`src/rtl/qdec_pkg.sv`:
```
package qdec_pkg;

    localparam int KW    = 4;
    localparam int K_MIN = 3;
    localparam int K_MAX = 10;
    localparam int K_RST = 4;

    typedef enum logic [2:0] {
        RA_CFG  = 3'd0,
        RA_TMO  = 3'd1,
        RA_POS  = 3'd2,
        RA_STAT = 3'd3,
        RA_DIFF = 3'd4,
        RA_HOLD = 3'd5,
        RA_IDXV = 3'd6
    } reg_addr_e;

    typedef struct packed {
        logic a;
        logic b;
    } phase_t;

    typedef enum logic [1:0] {
        MV_NONE = 2'd0,
        MV_UP   = 2'd1,
        MV_DN   = 2'd2,
        MV_BAD  = 2'd3
    } move_e;

    function automatic logic [KW-1:0] clamp_k(input logic [KW-1:0] k);
        if (k < KW'(K_MIN))      return KW'(K_MIN);
        else if (k > KW'(K_MAX)) return KW'(K_MAX);
        else                     return k;
    endfunction

    function automatic move_e decode_move(input phase_t prev, input phase_t cur);
        if (prev == cur)                            return MV_NONE;
        else if (prev.a != cur.a && prev.b != cur.b) return MV_BAD;
        else if (cur.a ^ prev.b)                    return MV_UP;
        else                                        return MV_DN;
    endfunction

endpackage

```
`src/rtl/qdec_filter.sv`:
```
module qdec_filter #(
    parameter int N  = 3,
    parameter int KW = 4
) (
    input  logic          clk,
    input  logic          rst,
    input  logic [N-1:0]  raw,
    input  logic [KW-1:0] k,
    output logic [N-1:0]  filt
);

    for (genvar gi = 0; gi < N; gi++) begin : g_ch
        logic          s1, s2, lvl;
        logic [KW-1:0] run;

        always_ff @(posedge clk) begin
            if (rst) begin
                s1  <= 1'b0;
                s2  <= 1'b0;
                lvl <= 1'b0;
                run <= '0;
            end else begin
                s1 <= raw[gi];
                s2 <= s1;
                if (s2 == lvl) begin
                    run <= '0;
                end else if (run == k - KW'(1)) begin
                    lvl <= s2;
                    run <= '0;
                end else begin
                    run <= run + KW'(1);
                end
            end
        end

        assign filt[gi] = lvl;
    end

endmodule

```
`src/rtl/qdec_core.sv`:
```
module qdec_core
    import qdec_pkg::*;
#(
    parameter int W = 16
) (
    input  logic         clk,
    input  logic         rst,
    input  phase_t       ph,
    input  logic         idx,
    input  logic         idx_en,
    input  logic         ld,
    input  logic [W-1:0] ld_val,
    input  logic [W-1:0] idx_val,
    input  logic         diff_clr,
    input  logic         err_clr,
    output logic [W-1:0] pos,
    output logic [W-1:0] diff,
    output move_e        mv,
    output logic         idx_hit,
    output logic         err
);

    phase_t       prev;
    logic         idx_prev;
    logic [W-1:0] delta;

    assign mv      = decode_move(prev, ph);
    assign idx_hit = idx_en & idx & ~idx_prev;

    always_comb begin
        unique case (mv)
            MV_UP:   delta = W'(1);
            MV_DN:   delta = '1;
            default: delta = '0;
        endcase
    end

    always_ff @(posedge clk) begin
        if (rst) begin
            prev     <= '0;
            idx_prev <= 1'b0;
            pos      <= '0;
            diff     <= '0;
            err      <= 1'b0;
        end else begin
            prev     <= ph;
            idx_prev <= idx;
            if (ld)           pos <= ld_val;
            else if (idx_hit) pos <= idx_val;
            else              pos <= pos + delta;
            diff <= diff_clr ? delta : diff + delta;
            if (mv == MV_BAD) err <= 1'b1;
            else if (err_clr) err <= 1'b0;
        end
    end

endmodule

```
`src/rtl/qdec_watch.sv`:
```
module qdec_watch #(
    parameter int W = 16
) (
    input  logic         clk,
    input  logic         rst,
    input  logic         step,
    input  logic         restart,
    input  logic [W-1:0] limit,
    input  logic         clr,
    input  logic         snap,
    output logic         alarm,
    output logic [W-1:0] hold
);

    logic [W-1:0] idle_cnt;
    logic [W-1:0] span;

    always_ff @(posedge clk) begin
        if (rst) begin
            idle_cnt <= '0;
            alarm    <= 1'b0;
            span     <= '0;
            hold     <= '0;
        end else begin
            if (step || restart)    idle_cnt <= '0;
            else if (idle_cnt != '1) idle_cnt <= idle_cnt + W'(1);

            if (limit != '0 && idle_cnt == limit) alarm <= 1'b1;
            else if (clr)                         alarm <= 1'b0;

            if (snap) begin
                hold <= span;
                span <= W'(1);
            end else if (span != '1) begin
                span <= span + W'(1);
            end
        end
    end

endmodule

```
`src/rtl/qdec_top.sv`:
```
module qdec_top
    import qdec_pkg::*;
#(
    parameter int W = 16
) (
    input  logic         clk,
    input  logic         rst,
    input  logic         enc_a,
    input  logic         enc_b,
    input  logic         enc_idx,
    input  logic         wr_en,
    input  logic [2:0]   wr_addr,
    input  logic [W-1:0] wr_data,
    input  logic         rd_en,
    input  logic [2:0]   rd_addr,
    output logic [W-1:0] rd_data,
    output logic         alarm,
    output logic         err
);

    logic [KW-1:0] cfg_k;
    logic          idx_en;
    logic [W-1:0]  tmo;
    logic [W-1:0]  idx_val;
    logic [2:0]    filt;
    phase_t        ph;
    logic [W-1:0]  pos_q, diff_q, hold_q;
    move_e         mv;
    logic          idx_hit;
    logic          wr_cfg, wr_tmo, wr_pos, wr_stat, wr_idxv, rd_diff;
    logic          unused_bits;

    assign unused_bits = ^wr_data[W-1:5];

    assign wr_cfg  = wr_en && wr_addr == RA_CFG;
    assign wr_tmo  = wr_en && wr_addr == RA_TMO;
    assign wr_pos  = wr_en && wr_addr == RA_POS;
    assign wr_stat = wr_en && wr_addr == RA_STAT;
    assign wr_idxv = wr_en && wr_addr == RA_IDXV;
    assign rd_diff = rd_en && rd_addr == RA_DIFF;

    always_ff @(posedge clk) begin
        if (rst) begin
            cfg_k   <= KW'(K_RST);
            idx_en  <= 1'b0;
            tmo     <= '0;
            idx_val <= '0;
        end else begin
            if (wr_cfg) begin
                cfg_k  <= clamp_k(wr_data[KW-1:0]);
                idx_en <= wr_data[4];
            end
            if (wr_tmo)  tmo     <= wr_data;
            if (wr_idxv) idx_val <= wr_data;
        end
    end

    qdec_filter #(.N(3), .KW(KW)) u_filt (
        .clk  (clk),
        .rst  (rst),
        .raw  ({enc_idx, enc_b, enc_a}),
        .k    (cfg_k),
        .filt (filt)
    );

    assign ph.a = filt[0];
    assign ph.b = filt[1];

    qdec_core #(.W(W)) u_core (
        .clk      (clk),
        .rst      (rst),
        .ph       (ph),
        .idx      (filt[2]),
        .idx_en   (idx_en),
        .ld       (wr_pos),
        .ld_val   (wr_data),
        .idx_val  (idx_val),
        .diff_clr (rd_diff),
        .err_clr  (wr_stat && wr_data[1]),
        .pos      (pos_q),
        .diff     (diff_q),
        .mv       (mv),
        .idx_hit  (idx_hit),
        .err      (err)
    );

    qdec_watch #(.W(W)) u_watch (
        .clk     (clk),
        .rst     (rst),
        .step    (mv == MV_UP || mv == MV_DN),
        .restart (wr_tmo),
        .limit   (tmo),
        .clr     (wr_stat && wr_data[0]),
        .snap    (rd_diff),
        .alarm   (alarm),
        .hold    (hold_q)
    );

    always_comb begin
        case (rd_addr)
            RA_CFG:  rd_data = {{(W-5){1'b0}}, idx_en, cfg_k};
            RA_TMO:  rd_data = tmo;
            RA_POS:  rd_data = pos_q;
            RA_STAT: rd_data = {{(W-2){1'b0}}, err, alarm};
            RA_DIFF: rd_data = diff_q;
            RA_HOLD: rd_data = hold_q;
            RA_IDXV: rd_data = idx_val;
            default: rd_data = '0;
        endcase
    end

endmodule

```
`config.mk`:
```
export PLATFORM = sky130hd
export DESIGN_NAME = qdec_top
export DESIGN_NICKNAME = d
export VERILOG_FILES = /design/src/rtl/qdec_pkg.sv /design/src/rtl/qdec_filter.sv /design/src/rtl/qdec_core.sv /design/src/rtl/qdec_watch.sv /design/src/rtl/qdec_top.sv
export SDC_FILE = /design/constraint.sdc
export NUM_CORES = 1
export LEC_CHECK = 0
export ABC_AREA = 1
export BUFFER_PORTS_ARGS = -buffer_cell sky130_fd_sc_hd__clkbuf_2
export CORE_MARGIN = 1.5
export CORE_UTILIZATION = 35
export CTS_BUF_LIST = sky130_fd_sc_hd__clkbuf_4
export DETAILED_ROUTE_END_ITERATION = 12
export MAX_ROUTING_LAYER = met4
export REMOVE_ABC_BUFFERS = 1
export SYNTH_ARGS = -nofsm -noshare
export SYNTH_HDL_FRONTEND = slang
export SYNTH_SLANG_ARGS = --single-unit
```
`constraint.sdc`:
```
create_clock -name clk -period 3.5 [get_ports clk]
set_input_delay 0.35 -clock clk [delete_from_list [all_inputs] [get_ports clk]]
set_output_delay 0.35 -clock clk [all_outputs]
set_load 0.01 [all_outputs]
```
==> impl_results.md, run 1 <==
- Outcome: completed
- Die height: 156 um
- Number of post-CTS setup repair buffers: 0
- Clock tree buffer depth: 2
- DRT iter0 DRCs: 802
- Max Slew Vio Count: 0
- Main synth FF type: dfxtp_1
- Die Footprint: between 0.02 and 0.025 mm2
- Via/cell ratio: slightly above 5
- Ys Warns: 0
- First-pass GRT wire length: between 30 and 40 mm
- Routed WL: around 24 mm
- Synth Area in Compound Gates: 0.193
- CTS tree: built
- Share of the synthesized area in the top cell type: 0.350
- Slew headroom: 0.474
- Gate Count Post-Synth: between 1000 and 1500
- Final min period: between 2 and 3 ns
- DPL Wire Length: approximately 19 mm
- Ant. Diodes: 0
- Row cnt: 55
- Placed cell area: 0.00874 mm2
- Count of cell types in the netlist: 50
- Die boundary width: roughly 160 um
- #FFs+latches synth: between 100 and 150
- HP Class: primary input to register
- Setup Skew: between 0.02 and 0.03 ns
- Critical Path AT: roughly 3.5 ns
- H-tree depth: 4
- TritonCTS Sinks: ~140
- Met2 WL: ~10 mm
- Max Fanout on Critical Path: 15
- Worst hold margin: roughly 0.048 ns
- Slew @ Worst Pin: between 0.7 and 0.8 ns
- Drt first pass iters: 8
- CP max-delay cell: dfxtp_1
- Max layer used: met4
- Setup_tns: 0 ns
- I/O Pins: 47
- Worst-Skew Late Latency: 0.57 ns
- VDD IR max: about 0.00021 V
- Final hold violations: 0
- Leading area contributor after synthesis: dfxtp_1
- Post-Synth Simple-Gate Area: 0.259
- Critical Path Max Stage Delay: ~0.45 ns
- Layout cell share with drive strength beyond 1: 0.109
- Initial antenna violation count: 0
- Gp weighted congestion: between 0.9 and 1
- Finished Cell Area: 0.00915 mm2
- Final Cycle Share: 0.853
- Max-capacitance violation count: 0
- Leak: just under 4 nW
- GR Overflow Total: 0
- WL/cell: 15.6 um
- Metal3 WL: 1.40 mm
- Post-synthesis sequential area ratio: 0.350
- Critical path class: register to register
- DRC Markers: 0
- Crit start category: register
- Synth-to-layout area growth: 12.0%
- Post-Synth Adder-Cell Area: 0.0199
- Post-synthesis mux area share: 0
- Dominant cell by count in the synthesized netlist: nand2_1
- Mapped cell area: approximately 0.0082 mm2
- Pwr/cell area: 382 mW/mm2
- Post-Route M1 WL: between 10 and 15 mm
- CTS Buf Count: 17
- Port Buffers: 46
- Worst Setup End Kind: register
- GRT Util Overall: 0.213
- Number of synthesized flops with an enable pin: 0
- Final nets: between 1000 and 1500
- Core region area: roughly 0.023 mm2
- Initial Util: 0.359
- Worst-path clk slew: around 0.15 ns
- Fraction of registers with async set/reset: 0
- Ranking of synthesized cells by area: dfxtp_1 35%, nand2_1 9.5%, inv_1 8.0%
- Critical path data required time: 3.98 ns
- Largest net degree at the start of global routing: 39
- Crit-path cells: xor2_1 -> inv_1 -> ha_1 -> nor2_4 -> buf_4 -> nand3_1 -> nand2_1 -> inv_1 -> ha_1 -> inv_1 -> nand2_1 -> nand2_1 -> o21ai_2 -> nand3_1 -> nand3_1 -> nand3_1 -> nand2_1 -> a21oi_1
- Clock Tree Root: clkbuf_4
- Vias in the first global route: ~7300
- Main combinational cell family by area after synthesis: simple AND/OR/NAND/NOR gates
- RSZ-0062 raised after global routing: false
- Peak Freq: approximately 340 MHz
- Final setup viols: 0
- Synth top cells by count: 207 x nand2_1, 175 x inv_1, 143 x dfxtp_1
- Synth Area in XOR/XNOR: 0.0706
- Avg Cell Area, Syn: around 7 um2
- Antenna-violating nets left: 0
- Via Count: around 8000
[placed cells by master (no fill, tap or decap), types with 3 or more instances in the layout]
cell           instances
nor2_2                 6
clkbuf_4              19
o21ai_0               91
a41oi_1               17
inv_1                175
nor3_1                15
buf_4                 16
nor2_1               120
clkinv_1               8
dfxtp_1              143
xor2_1                38
o211ai_1               3
xnor2_1               26
a31oi_1                8
nand3_1               81
nor3_2                 4
ha_1                  13
a221oi_1               7
clkinv_4               5
o22ai_1               13
dlygate4sd3_1          3
nand2_1              207
bufinv_16              6
nor4_1                 4
nand2_2               15
clkbuf_2              46
nand4_1               14
or2_2                  3
inv_2                  4
a21oi_1              104
o221ai_1              12
[registers in the layout, summed over array words and instances, names as in the netlist, 4 cells and up]
register and count:
u_watch.span 16, u_filt.g_ch.run 12, tmo 16, cfg_k 4, u_core.pos 16, u_watch.hold 16, u_core.diff 16, idx_val 16
u_watch.idle_cnt 16
[layout make-up]
cell class	count	area [um2]
multi-input cells	828	4430
clock buffers	19	143
well taps	313	392
fillers	2432	13600
repair buffers	65	380
inverters	186	698
flip-flops and latches	143	2860
clock inverters	13	236
[kinds of logic (layout without fill, tap and decap cells)]
logic type               after synthesis  in the layout
AND/OR/NAND/NOR                      478            478
AO/OA/AOI/OAI                        272            272
buffers and inverters                222            283
flip-flops                           143            143
XOR/XNOR                              65             65
adder cells (fa/ha/maj)               13             13
[critical path: cells and delay by family (launching register included)]
| kind | cells | cell delay [ns] |
|---|---|---|
| AOI/OAI and AO/OA | 2 | 0.23 |
| xor gates and xnor gates | 1 | 0.27 |
| adders and majority gates | 2 | 0.42 |
| buffers and inverters | 4 | 0.43 |
| DFF | 1 | 0.45 |
| and+or+nand+nor | 9 | 1.09 |
[layer usage]
metal / track usage / vias to the layer above
met2: 0.316 / 250
met5: - / -
li1: - / 4035
met4: 0.0503 / 0
met3: 0.0381 / 27
met1: 0.300 / 3669
[final timing paths]
path                                    startpoint                 to  slack (ns)  cells after the start
worst min register to register   u_filt.g_ch[2].s1  u_filt.g_ch[2].s2        0.42                      2
worst min-delay path                   wr_data[15]     u_core.pos[15]        0.05                      3
worst max register to register  u_filt.g_ch[0].lvl     u_core.pos[12]        0.52                     18
worst max-delay path            u_filt.g_ch[0].lvl     u_core.pos[12]        0.52                     18
[stage by stage]
stage | instances | worst slack [ns] | total power [mW] | util
detailed placement | 1532 | 0.638 | 2.14 | 0.384
CTS | 1567 | 0.581 | 3.51 | 0.402
global placement | 1532 | 0.698 | 2.13 | 0.384
floorplan | 1157 | 0.577 | 1.99 | -
global route | 1567 | 0.183 | 3.64 | 0.402
finish | 1567 | 0.516 | 3.49 | 0.402
[where the power goes]
group / internal [mW] / switching (mW)
clock: 0.731 / 0.654
sequential: 1.68 / 0.0420
combinational: 0.127 / 0.260
total: 2.54 / 0.956
[repair_timing]
| action | CTS | global route |
|---|---|---|
| hold buffers | 3 | 0 |
| resized for setup | 0 | 0 |
| hold endpoints to repair | 3 | 0 |
(Power assumes the default switching activity.)
==> inputs of run 2 (changes only) <==
Settings changed: CORE_UTILIZATION 35 to 30.
==> impl_results.md, run 2 (same netlist as run 1, synthesis figures left out) <==
- Via/cell ratio: between 5 and 6
- Worst-Skew Late Latency: 0.59 ns
- Leak: 3.88 nW
- Setup Skew: just over 0.03 ns
- Setup_tns: 0 ns
- Largest net degree at the start of global routing: 49
- Most frequent cells in the layout: 207 x nand2_1, 175 x inv_1, 143 x dfxtp_1
- Initial Util: 0.305
- Worst Setup End Kind: register
- Synth-to-layout area growth: 11.1%
- Max Slew Vio Count: 0
- Pwr/cell area: 349 mW/mm2
- Max Fanout on Critical Path: 15
- Layout cell share with drive strength beyond 1: 0.110
- Crit start category: register
- Outcome: completed
- TritonCTS Sinks: between 100 and 150
- Gp weighted congestion: ~0.9
- Slew headroom: 0.495
- Critical path data required time: about 4.0 ns
- Final setup viols: 0
- Critical Path AT: 3.37 ns
- First-pass GRT wire length: 38.6 mm
- Slew @ Worst Pin: 0.755 ns
- WL/cell: ~15 um
- Final nets: between 1000 and 1500
- H-tree depth: 4
- Final hold violations: 0
- Worst-path clk slew: ~0.14 ns
- RSZ-0062 raised after global routing: false
- CTS Buf Count: 17
- Die boundary width: between 150 and 200 um
- VDD IR max: about 0.00014 V
- Port Buffers: 46
- GRT Util Overall: 0.180
- Clock tree buffer depth: 2
- DRC Markers: 0
- Most common cell after layout, fill and taps aside: nand2_1
- Critical path class: register to register
- Vias in the first global route: 7326
- Final min period: roughly 3 ns
- Max-capacitance violation count: 0
- Final Cycle Share: 0.835
- Die Footprint: about 0.028 mm2
- DPL Wire Length: 18.1 mm
- Core region area: between 0.02 and 0.03 mm2
- GR Overflow Total: 0
- Via Count: about 8000
- Final Util: 0.339
- Drt first pass iters: 5
- Initial antenna violation count: 1
- Routed WL: around 24 mm
- CTS tree: built
- I/O Pins: 47
- Peak Freq: 342 MHz
- Antenna-violating nets left: 0
- Clock Tree Root: clkbuf_4
- Row cnt: 60
- Die height: around 170 um
- HP Class: primary input to register
- DRT iter0 DRCs: approximately 650
-- run 2: cell types whose count changed in the layout (fill, tap and decap cells not counted), sizes merged --
cell      delta
buf          +1
bufinv       -5
clkinv       -2
clkbuf       -2
diode        +1
clkinvlp     +4
inv          +5
-- run 2: worst max-delay path: stages, from the launching register on --
cell	delay, ns
dfxtp_1	0.47
xor2_1	0.27
inv_1	0.07
ha_1	0.23
nor2_4	0.14
buf_4	0.24
nand3_1	0.17
nand2_1	0.13
inv_1	0.05
ha_1	0.18
inv_1	0.06
a21oi_1	0.08
a21oi_1	0.26
o21ai_2	0.13
nand3_1	0.10
nand3_1	0.07
nand3_1	0.08
nand2_1	0.05
-- run 2: final timing paths --
kind                                          end          startpoint  slack, ns  cells after the start
worst min-delay path               u_core.pos[15]         wr_data[15]       0.03                      3
worst max-delay path              u_core.diff[14]  u_filt.g_ch[0].lvl       0.58                     17
worst max register to register    u_core.diff[14]  u_filt.g_ch[0].lvl       0.58                     17
worst min register to register  u_filt.g_ch[0].s2   u_filt.g_ch[0].s1       0.41                      2
-- run 2: timing repair --
item                                    4_1_cts  5_1_grt
endpoints found under the setup margin        0        0
setup buffers                                 0        0
gates resized for setup                       0        0
hold buffers                                  3        0
endpoints found under the hold margin         3        0
-- run 2: layout make-up --
| cell class | instances | area [um2] |
|---|---|---|
| Antenna cell | 1 | 2.50 |
| Clock buffer | 17 | 128 |
| Clock inverter | 15 | 134 |
| Fill cell | 2899 | 17700 |
| Inverter | 186 | 698 |
| Multi-Input combinational cell | 828 | 4430 |
| Sequential cell | 143 | 2860 |
| Tap cell | 341 | 427 |
| Timing Repair Buffer | 66 | 388 |
-- run 2: power by group --
part	leakage (nW)	switching [mW]	total [mW]	internal, mW
registers	1.16	0.0409	1.72	1.68
logic	2.59	0.255	0.384	0.128
clock network	0.135	0.700	1.06	0.360
total	3.88	0.997	3.16	2.17
-- run 2: stage by stage --
stage                     cells  power [mW]  cell area, um2  hold slack (ns)  setup WS [ns]
after floorplan            1157        1.99            8000            0.388          0.577
after global placement     1561        2.13            8780            0.395          0.715
after detailed placement   1561        2.14            8780            0.399          0.651
after CTS                  1596        3.19            9070          0.00147          0.588
after global routing       1597        3.32            9070           0.0100          0.307
final                      1597        3.16            9070           0.0326          0.579
-- run 2: metal layers --
metal  global-route usage  wire length (um)  vias up  part of all wire
met1                0.223             11400     3751              0.47
met4               0.0388               246        0             0.010
met3               0.0360              1080       20             0.044
met2                0.303             11700      173              0.48
met5                    -                 0        -                 0
li1                     -                 -     4050                 -
